### src/rtl/txtfmt_pkg.sv
package txtfmt_pkg;

  localparam logic [7:0] CH_TAB      = 8'h09;
  localparam logic [7:0] CH_LF       = 8'h0A;
  localparam logic [7:0] CH_CR       = 8'h0D;
  localparam logic [7:0] CH_SPACE    = 8'h20;
  localparam logic [7:0] CMD_CLEAR   = 8'h01;
  localparam logic [7:0] CMD_SETADDR = 8'h80;

  typedef enum logic [2:0] {
    ST_IDLE,
    ST_CHAR,
    ST_TAB,
    ST_PAD,
    ST_ADDR,
    ST_CLR
  } fmtState_e;

  typedef enum logic [1:0] {
    SRC_HOLD,
    SRC_SPACE,
    SRC_ADDR,
    SRC_CLEAR
  } emitSrc_e;

  // strobes from control to datapath
  typedef struct packed {
    logic     loadByte;     // capture the accepted input byte
    logic     emit;         // load the output register
    emitSrc_e src;          // what the output register takes
    logic     stepCursor;   // auto-increment with line/display wrap
    logic     padStep;      // column +1, never wraps
    logic     homeCol;      // column to first
    logic     homeAll;      // row and column to first
    logic     nextRowHome;  // column to first, row +1 with wrap
    logic     tabLoad;      // load the tab expansion counter
    logic     tabDec;       // one tab space issued
  } fmtStrobe_t;

endpackage

### src/rtl/txtfmt_datapath.sv
module txtfmt_datapath
  import txtfmt_pkg::*;
#(
  parameter int ROWS    = 3,
  parameter int COLS    = 16,
  parameter int TAB_LEN = 4
) (
  input  logic       clk,
  input  logic       rstN,
  input  fmtStrobe_t stb,
  input  logic [7:0] inByte,
  input  logic       outReady,
  output logic       outValid,
  output logic [7:0] outByte,
  output logic       outRs,
  output logic       isTab,
  output logic       isCr,
  output logic       isLf,
  output logic       atLastCol,
  output logic       atLastRow,
  output logic       tabLast,
  output logic       slotFree
);

  localparam int ROW_W = (ROWS > 1) ? $clog2(ROWS) : 1;
  localparam int COL_W = (COLS > 1) ? $clog2(COLS) : 1;
  localparam int TAB_W = $clog2(TAB_LEN + 1);

  logic [ROW_W-1:0] row;
  logic [COL_W-1:0] col;
  logic [ROW_W-1:0] rowWrap;
  logic [TAB_W-1:0] tabCnt;
  logic [7:0]       holdByte;
  logic [7:0]       cellAddr;
  logic [7:0]       emitByte;

  // input classification
  assign isTab = (inByte == CH_TAB);
  assign isCr  = (inByte == CH_CR);
  assign isLf  = (inByte == CH_LF);

  // cursor (zero based internally)
  assign atLastCol = (col == COL_W'(COLS - 1));
  assign atLastRow = (row == ROW_W'(ROWS - 1));
  assign rowWrap   = atLastRow ? '0 : row + ROW_W'(1);

  always_ff @(posedge clk or negedge rstN) begin
    if (!rstN) begin
      row <= '0;
      col <= '0;
    end else if (stb.homeAll) begin
      row <= '0;
      col <= '0;
    end else if (stb.homeCol) begin
      col <= '0;
    end else if (stb.nextRowHome) begin
      col <= '0;
      row <= rowWrap;
    end else if (stb.stepCursor) begin
      if (atLastCol) begin
        col <= '0;
        row <= rowWrap;
      end else begin
        col <= col + COL_W'(1);
      end
    end else if (stb.padStep) begin
      col <= col + COL_W'(1);
    end
  end

  // cell address: shift-concatenate for power-of-two widths, multiply otherwise
  generate
    if ((COLS & (COLS - 1)) == 0) begin : g_addrPow2
      assign cellAddr = 8'({row, col});
    end else begin : g_addrMul
      assign cellAddr = 8'(row) * 8'(COLS) + 8'(col);
    end
  endgenerate

  // tab expansion counter
  always_ff @(posedge clk or negedge rstN) begin
    if (!rstN) begin
      tabCnt <= '0;
    end else if (stb.tabLoad) begin
      tabCnt <= TAB_W'(TAB_LEN);
    end else if (stb.tabDec) begin
      tabCnt <= tabCnt - TAB_W'(1);
    end
  end
  assign tabLast = (tabCnt == TAB_W'(1));

  // accepted glyph
  always_ff @(posedge clk or negedge rstN) begin
    if (!rstN) begin
      holdByte <= '0;
    end else if (stb.loadByte) begin
      holdByte <= inByte;
    end
  end

  // output register with valid/ready
  always_comb begin
    unique case (stb.src)
      SRC_HOLD:  emitByte = holdByte;
      SRC_SPACE: emitByte = CH_SPACE;
      SRC_ADDR:  emitByte = CMD_SETADDR | cellAddr;
      default:   emitByte = CMD_CLEAR;
    endcase
  end

  assign slotFree = !outValid || outReady;

  always_ff @(posedge clk or negedge rstN) begin
    if (!rstN) begin
      outValid <= 1'b0;
      outByte  <= '0;
      outRs    <= 1'b0;
    end else if (stb.emit) begin
      outValid <= 1'b1;
      outByte  <= emitByte;
      outRs    <= (stb.src == SRC_HOLD) || (stb.src == SRC_SPACE);
    end else if (outReady) begin
      outValid <= 1'b0;
    end
  end

endmodule

### src/rtl/txtfmt_control.sv
module txtfmt_control
  import txtfmt_pkg::*;
(
  input  logic       clk,
  input  logic       rstN,
  input  logic       inValid,
  input  logic       clearReq,
  input  logic       isTab,
  input  logic       isCr,
  input  logic       isLf,
  input  logic       atLastCol,
  input  logic       atLastRow,
  input  logic       tabLast,
  input  logic       slotFree,
  output logic       inReady,
  output fmtStrobe_t stb
);

  fmtState_e state, stateNxt;
  logic      retTab, retTabNxt;
  logic      endOfDisplay;

  assign endOfDisplay = atLastCol && atLastRow;
  assign inReady      = (state == ST_IDLE) && !clearReq;

  always_comb begin
    stb       = '0;
    stb.src   = SRC_HOLD;
    stateNxt  = state;
    retTabNxt = retTab;
    unique case (state)
      ST_IDLE: begin
        if (clearReq) begin
          stb.homeAll = 1'b1;
          stateNxt    = ST_CLR;
        end else if (inValid) begin
          if (isTab) begin
            stb.tabLoad = 1'b1;
            stateNxt    = ST_TAB;
          end else if (isCr) begin
            stb.homeCol = 1'b1;
            retTabNxt   = 1'b0;
            stateNxt    = ST_ADDR;
          end else if (isLf) begin
            stateNxt    = ST_PAD;
          end else begin
            stb.loadByte = 1'b1;
            stateNxt     = ST_CHAR;
          end
        end
      end
      ST_CHAR: begin
        if (slotFree) begin
          stb.emit       = 1'b1;
          stb.src        = SRC_HOLD;
          stb.stepCursor = 1'b1;
          retTabNxt      = 1'b0;
          stateNxt       = endOfDisplay ? ST_ADDR : ST_IDLE;
        end
      end
      ST_TAB: begin
        if (slotFree) begin
          stb.emit       = 1'b1;
          stb.src        = SRC_SPACE;
          stb.stepCursor = 1'b1;
          stb.tabDec     = 1'b1;
          if (endOfDisplay) begin
            retTabNxt = !tabLast;
            stateNxt  = ST_ADDR;
          end else if (tabLast) begin
            stateNxt  = ST_IDLE;
          end
        end
      end
      ST_PAD: begin
        if (slotFree) begin
          stb.emit = 1'b1;
          stb.src  = SRC_SPACE;
          if (atLastCol) begin
            stb.nextRowHome = 1'b1;
            retTabNxt       = 1'b0;
            stateNxt        = ST_ADDR;
          end else begin
            stb.padStep = 1'b1;
          end
        end
      end
      ST_ADDR: begin
        if (slotFree) begin
          stb.emit = 1'b1;
          stb.src  = SRC_ADDR;
          stateNxt = retTab ? ST_TAB : ST_IDLE;
        end
      end
      ST_CLR: begin
        if (slotFree) begin
          stb.emit = 1'b1;
          stb.src  = SRC_CLEAR;
          stateNxt = ST_IDLE;
        end
      end
      default: stateNxt = ST_IDLE;
    endcase
  end

  always_ff @(posedge clk or negedge rstN) begin
    if (!rstN) begin
      state  <= ST_IDLE;
      retTab <= 1'b0;
    end else begin
      state  <= stateNxt;
      retTab <= retTabNxt;
    end
  end

endmodule

### src/rtl/txt_cursor_fmt.sv
module txt_cursor_fmt
  import txtfmt_pkg::*;
#(
  parameter int ROWS    = 3,
  parameter int COLS    = 16,
  parameter int TAB_LEN = 4
) (
  input  logic       clk,
  input  logic       rstN,
  input  logic       inValid,
  output logic       inReady,
  input  logic [7:0] inByte,
  input  logic       clearReq,
  output logic       outValid,
  input  logic       outReady,
  output logic [7:0] outByte,
  output logic       outRs
);

  fmtStrobe_t stb;
  logic isTab, isCr, isLf, atLastCol, atLastRow, tabLast, slotFree;

  txtfmt_control u_ctrl (
    .clk       (clk),
    .rstN      (rstN),
    .inValid   (inValid),
    .clearReq  (clearReq),
    .isTab     (isTab),
    .isCr      (isCr),
    .isLf      (isLf),
    .atLastCol (atLastCol),
    .atLastRow (atLastRow),
    .tabLast   (tabLast),
    .slotFree  (slotFree),
    .inReady   (inReady),
    .stb       (stb)
  );

  txtfmt_datapath #(
    .ROWS    (ROWS),
    .COLS    (COLS),
    .TAB_LEN (TAB_LEN)
  ) u_dp (
    .clk       (clk),
    .rstN      (rstN),
    .stb       (stb),
    .inByte    (inByte),
    .outReady  (outReady),
    .outValid  (outValid),
    .outByte   (outByte),
    .outRs     (outRs),
    .isTab     (isTab),
    .isCr      (isCr),
    .isLf      (isLf),
    .atLastCol (atLastCol),
    .atLastRow (atLastRow),
    .tabLast   (tabLast),
    .slotFree  (slotFree)
  );

endmodule

### config.mk
export PLATFORM = sky130hd
export DESIGN_NAME = txt_cursor_fmt
export DESIGN_NICKNAME = d
export VERILOG_FILES = /design/src/rtl/txtfmt_pkg.sv /design/src/rtl/txtfmt_datapath.sv /design/src/rtl/txtfmt_control.sv /design/src/rtl/txt_cursor_fmt.sv
export SDC_FILE = /design/constraint.sdc
export NUM_CORES = 1
export LEC_CHECK = 0
export BUFFER_PORTS_ARGS = -buffer_cell sky130_fd_sc_hd__buf_2
export CAP_MARGIN = 20
export CORE_ASPECT_RATIO = 0.7
export CORE_MARGIN = 10
export CORE_UTILIZATION = 25
export CTS_CLUSTER_SIZE = 30
export DETAILED_ROUTE_END_ITERATION = 10
export PLACE_DENSITY = 0.42
export SLEW_MARGIN = 15
export SYNTH_ARGS = -nofsm -noshare
export SYNTH_HDL_FRONTEND = slang
export SYNTH_SLANG_ARGS = --single-unit
export TNS_END_PERCENT = 1
### constraint.sdc
create_clock -name clk -period 1.94 [get_ports clk]
set_clock_uncertainty 0.15 [all_clocks]
set_input_delay 0.097 -clock clk [delete_from_list [all_inputs] [get_ports clk]]
set_output_delay 0.097 -clock clk [all_outputs]
set_load 0.02 [all_outputs]
## Word-level counts from Yosys, hierarchy flattened

Cells that the tools add are included.

- $add $sub $neg: 3
- $mul: 0
- Divide/modulo/power cells: 0
- Order comparisons: 0
- Equality and inequality tests: 27
- Shift operators: 0
- Mux-type cells: 74
- Bitwise gates (word level): 0
- Reductions and logical operators: 18

Operator list:

| operator | number |
|---|---|
| $mux W3 | 18 |
| $mux W1 | 34 |
| $mux W4 | 8 |
| $eq A8 B4 Y1 const B | 3 |
| $pmux W8 S3 | 1 |
| $ne A2 B2 Y1 const B | 10 |
| $mux W2 | 9 |
| $pmux W3 S6 | 1 |
| $pmux W3 S5 | 1 |
| $reduce_and A10 Y1 | 1 |
| $reduce_and A8 Y1 | 1 |
| $eq A3 B1 Y1 const B | 2 |
| $eq A3 B2 Y1 const B | 2 |
| $eq A3 B3 Y1 const B | 2 |
| $reduce_bool A3 Y1 | 2 |
| $reduce_bool A5 Y1 | 1 |
| $add A4 B1 Y4 const B | 1 |
| $eq A2 B2 Y1 const B | 2 |
| $eq A4 B4 Y1 const B | 1 |
| $ne A2 B1 Y1 const B | 2 |
| $pmux W1 S4 | 1 |
| $reduce_bool A2 Y1 | 2 |
| $reduce_bool A4 Y1 | 1 |
| $logic_not A1 Y1 | 3 |
| 11 further kinds | 13 |

- Register bits after elaboration: 31
- Bits in latches: 0
- RAM bits: 0
- Memory bits (read-only): 0
- Input bits: 13
- Memories: 0

## Longest topological paths before layout

- Depth after elaboration: 9
- Depth in mapped cells: 7

## By module

From an unflattened synthesis, not the netlist that was laid out.

- Cells, all modules: 181
- Area, all modules: 1,752.9 µm²

Modules (own cells, without submodules):

| module | times used | cells an instance | area an instance (µm²) | seq. area each (µm²) |
|---|---|---|---|---|
| txtfmt_datapath | 1 | 116 | 1,298.7 | 675.6 |
| txtfmt_control | 1 | 65 | 454.2 | 100.1 |

## Least setup slack after synthesis

No wires, ideal clock.

- Path kind: register to register
- From: register u_ctrl.state[2]
- To: register u_dp.holdByte[0]
- Setup time: 0.125 ns
- Arrival: 1.707 ns
- Path slack: -0.042 ns
- Stages on the path, launching flop included: 7
- Buffers on the path: 1
- Period minus slack after synthesis: 1.982 ns
- Cells stage by stage: dfrtp_1 > buf_6 > or3_4 > nor2_4 > nand2_2 > a21oi_4 > mux2_2

- Longest elaborated chain between the ends: 2

RTL lines:

| item | RTL line | RTL |
|---|---|---|
| start, declared | txtfmt_control.sv:19 | `fmtState_e state, stateNxt;` |
| start signal, assigned | txtfmt_control.sv:111 | `state <= stateNxt;` |
| $logic_not A3 Y1 | txtfmt_control.sv:31 | `unique case (state)` |
| $mux W1 | txtfmt_control.sv:31 |  |
| end signal, assigned | txtfmt_datapath.sv:97 | `holdByte <= inByte;` |
| end, declared | txtfmt_datapath.sv:33 | `logic [7:0] holdByte;` |

Every way passes these cells.
A chain may end at the register's enable or synchronous reset.

## Worst setup path after layout

- From: register u_ctrl.state[2]
- To: register u_dp.holdByte[5]

The elaborated chain is that of the path after synthesis.

==> reports/qor.txt <==
Sequential share of the synthesized area = 0.444
CTS sink cnt = 31
Antenna cells = 0
Core Box Area = 6760 µm²
Crit Path Class = flop to flop
Maximum vdd drop = 346 µV
Fmax = 526 MHz
Post-DRT Antenna Nets = 0
Buf/Inv on CP = 1
Final core utilization = 0.349
CP Launch Type = flop
Layout area overhead = 35.0%
Critical path data arrival time = 1.92 ns
Total track usage = 0.0877
CP required = 1.96 ns
CTS max path bufs = 2
Syn_nets = 200
Critical Path End Type = flop
CP top delay family = simple AND/OR/NAND/NOR gates
Share of layout cells above drive strength 1 = 0.301
WHS = 0.153 ns
Cells after Synth = 184
Clock root cell = clkbuf_8
Die X = 120 µm
Max-slew violation count = 0
# IOs = 24
RSZ-0062 raised after global routing = yes
Synth Area in Compound Gates = 0.197
Proportion of synthesized area in mux cells = 0.0695
Clk_lat worst skew = 0.28 ns
Mapped Area = 1750 µm²
Warnings, synthesis = 0
Final setup fails = 0
Largest family of logic cells by synthesized area = simple AND/OR/NAND/NOR gates
Rel. slew slack = 0.516
Final period utilization = 0.979
Synth Area in Adders = 0.0215
Placement row count = 25
CP peak stage delay = 0.41 ns
Fillers = 705
Avg Vias per Cell = 4.64
H-Tree Depth = 2
DRC Markers = 0
Nets@finish = 251
Clk pin slew, worst setup/hold paths = 0.07 ns
Critical-path cell list = or3_4, nor2_4, nand2_4, a21oi_4, buf_12, mux2_2
Worst Tran Pin Value = 0.726 ns
Final worst path period need = 1.90 ns
Min-delay worst type = primary input to flop
Final HPWL DP = 3490 µm
Post-synth EDFFs = 0
1st-iter DRT viols = 70
Largest net degree at the start of global routing = 32
Chip height = 89.9 µm
CTS tree = built
Detailed Routing Iterations Pass 1 = 4
DR WL/cell = 14.2 µm
Synth Area per Inst = 9.49 µm²
Synth Area in Simple Gates = 0.198
Synth cell types = 48
Power after layout = 3.43 mW
Vias in the first global route = 1,457
Leak = 1.03 nW
Xor/xnor share of the synthesized area = 0.0301
PortBufs = 23
Ys flop type = dfrtp_1
Vias = 1,531
Seq cells post-synth = 31
Synth async-reset ratio = 1.00
Status = finished clean
Routability congestion estimate = 0.801
Wirelength, routed = 4670 µm
Slowest cell on the critical path = dfrtp_1
Max Cap Viol = 0
Initial core utilization = 0.259
First-pass GRT wire length = 7820 µm
Register Area = 776 µm²
Final Hold Fails = 0
Total Die Area = 10,800 µm²
PD cells = 1460 nW/µm²
GR Overflow Total = 0
Footprint of the multi-input gates = 945 µm²
Initial antenna violation count = 0
Crit Path Max Fanout = 8
Total CTS buffers = 5
Yosys cell counts (2+ instances only):
library cell	count	area share
inv_1	6	0.013
and4_1	2	0.010
o21ai_0	10	0.029
xor2_1	3	0.015
o21a_1	2	0.0086
nand3_1	2	0.0057
xnor2_1	3	0.015
nand2_1	14	0.030
mux2i_1	2	0.011
dfrtp_1	31	0.44
nor2b_1	3	0.011
a21oi_1	18	0.052
nor4_1	2	0.0072
a22oi_1	5	0.021
and2_1	2	0.0072
ha_1	3	0.021
mux2_2	9	0.058
nand2b_1	4	0.014
nor3_1	7	0.020
clkbuf_1	6	0.013
o32ai_1	2	0.010
nor2_1	20	0.043
nor3b_1	2	0.0086
buf_2	2	0.0057
power by group:
| part | internal [mW] | switching, mW |
|---|---|---|
| clock | 0.415 | 0.252 |
| sequential | 0.922 | 0.177 |
| combinational | 0.750 | 0.915 |
layout by cell type (no fill, tap or decap), drive strengths merged, types with 2 or more instances in the layout:
cell type / count
buf: 44
dfrtp: 31
nor2: 21
a21oi: 19
nand2: 15
o21ai: 10
dlygate4sd3: 9
mux2: 9
nor3: 8
inv: 6
clkbuf: 6
a22oi: 5
nand2b: 4
nor2b: 3
xor2: 3
xnor2: 3
ha: 3
nor3b: 3
o32ai: 3
and2: 2
and4: 2
mux2i: 2
o21a: 2
nand3: 2
clkinv: 2
nor4: 2
metal layers:
layer  vias to the layer above  wire length, µm  global-route usage
li1                        769                -                   -
met1                       719             2520               0.131
met2                        39             1860               0.111
met3                         4              236              0.0269
met4                         0               49              0.0341
met5                         -                0                   0
per-stage QoR:
| stage | cell area (µm²) | TNS (ns) | instances | setup slack [ns] |
|---|---|---|---|---|
| CTS | 2290 | 0 | 328 | 0.00394 |
| finish | 2360 | 0 | 330 | 0.0398 |
| floorplan | 1750 | -0.333 | 184 | -0.0417 |
| global placement | 2080 | 0 | 311 | 0.00265 |
| global route | 2360 | -0.0978 | 330 | -0.0207 |
| detailed placement | 2080 | 0 | 311 | 0.0118 |
registers in the layout, indices dropped and copies added (netlist names):
register and cells:
u_dp.holdByte 8, u_dp.outByte 8, u_dp.col 4, u_ctrl.state 3, u_dp.tabCnt 3, u_dp.row 2
u_ctrl.retTab 1, u_dp.outRs 1, u_dp.outValid 1
cells by family (layout without fill, tap and decap cells):
logic type	count (synthesis)	after routing
adders and majority gates	3	3
muxes	11	11
buffers and inverters	16	68
DFF	31	31
AOI/OAI and AO/OA	51	51
and+or+nand+nor	66	66
xor gates and xnor gates	6	6
area by class of cell:
cell class	instances	share of cell area
clock buffer	6	0.0350
clock inverter	2	0.0149
inverter	7	0.0111
multi-input combinational	137	0.401
sequential	31	0.329
tap	94	0.0499
timing repair buffer	53	0.159
final timing paths:
| path | startpoint | endpoint | slack, ns | depth (start not counted) |
|---|---|---|---|---|
| worst min register to register | u_dp.outByte[6]$_DFFE_PN0P_ | u_dp.outByte[6]$_DFFE_PN0P_ | 0.35 | 1 |
| worst max-delay path | u_ctrl.state[2]$_DFFE_PN0P_ | u_dp.holdByte[5]$_DFFE_PN0P_ | 0.04 | 6 |
| max in group asynchronous | rstN | u_dp.holdByte[3]$_DFFE_PN0P_ | 0.91 | 2 |
| worst max register to register | u_ctrl.state[2]$_DFFE_PN0P_ | u_dp.holdByte[5]$_DFFE_PN0P_ | 0.04 | 6 |
| min in group asynchronous | rstN | u_ctrl.state[2]$_DFFE_PN0P_ | 0.27 | 2 |
| worst min-delay path | inValid | u_dp.col[2]$_DFFE_PN0P_ | 0.15 | 4 |
worst reg2reg max path: stages, from the launching register on:
cell and delay, ns:
dfrtp_1 0.41, or3_4 0.41, nor2_4 0.13, nand2_4 0.09, a21oi_4 0.14, buf_12 0.14, mux2_2 0.32
timing repair:
| item | CTS | global route |
|---|---|---|
| endpoints found under the hold margin | 39 | 0 |
| setup buffers | 0 | 2 |
| setup endpoints to repair | 0 | 20 |
| hold buffers | 9 | 0 |
| gates resized for setup | 0 | 8 |
(Power assumes the default switching activity.)
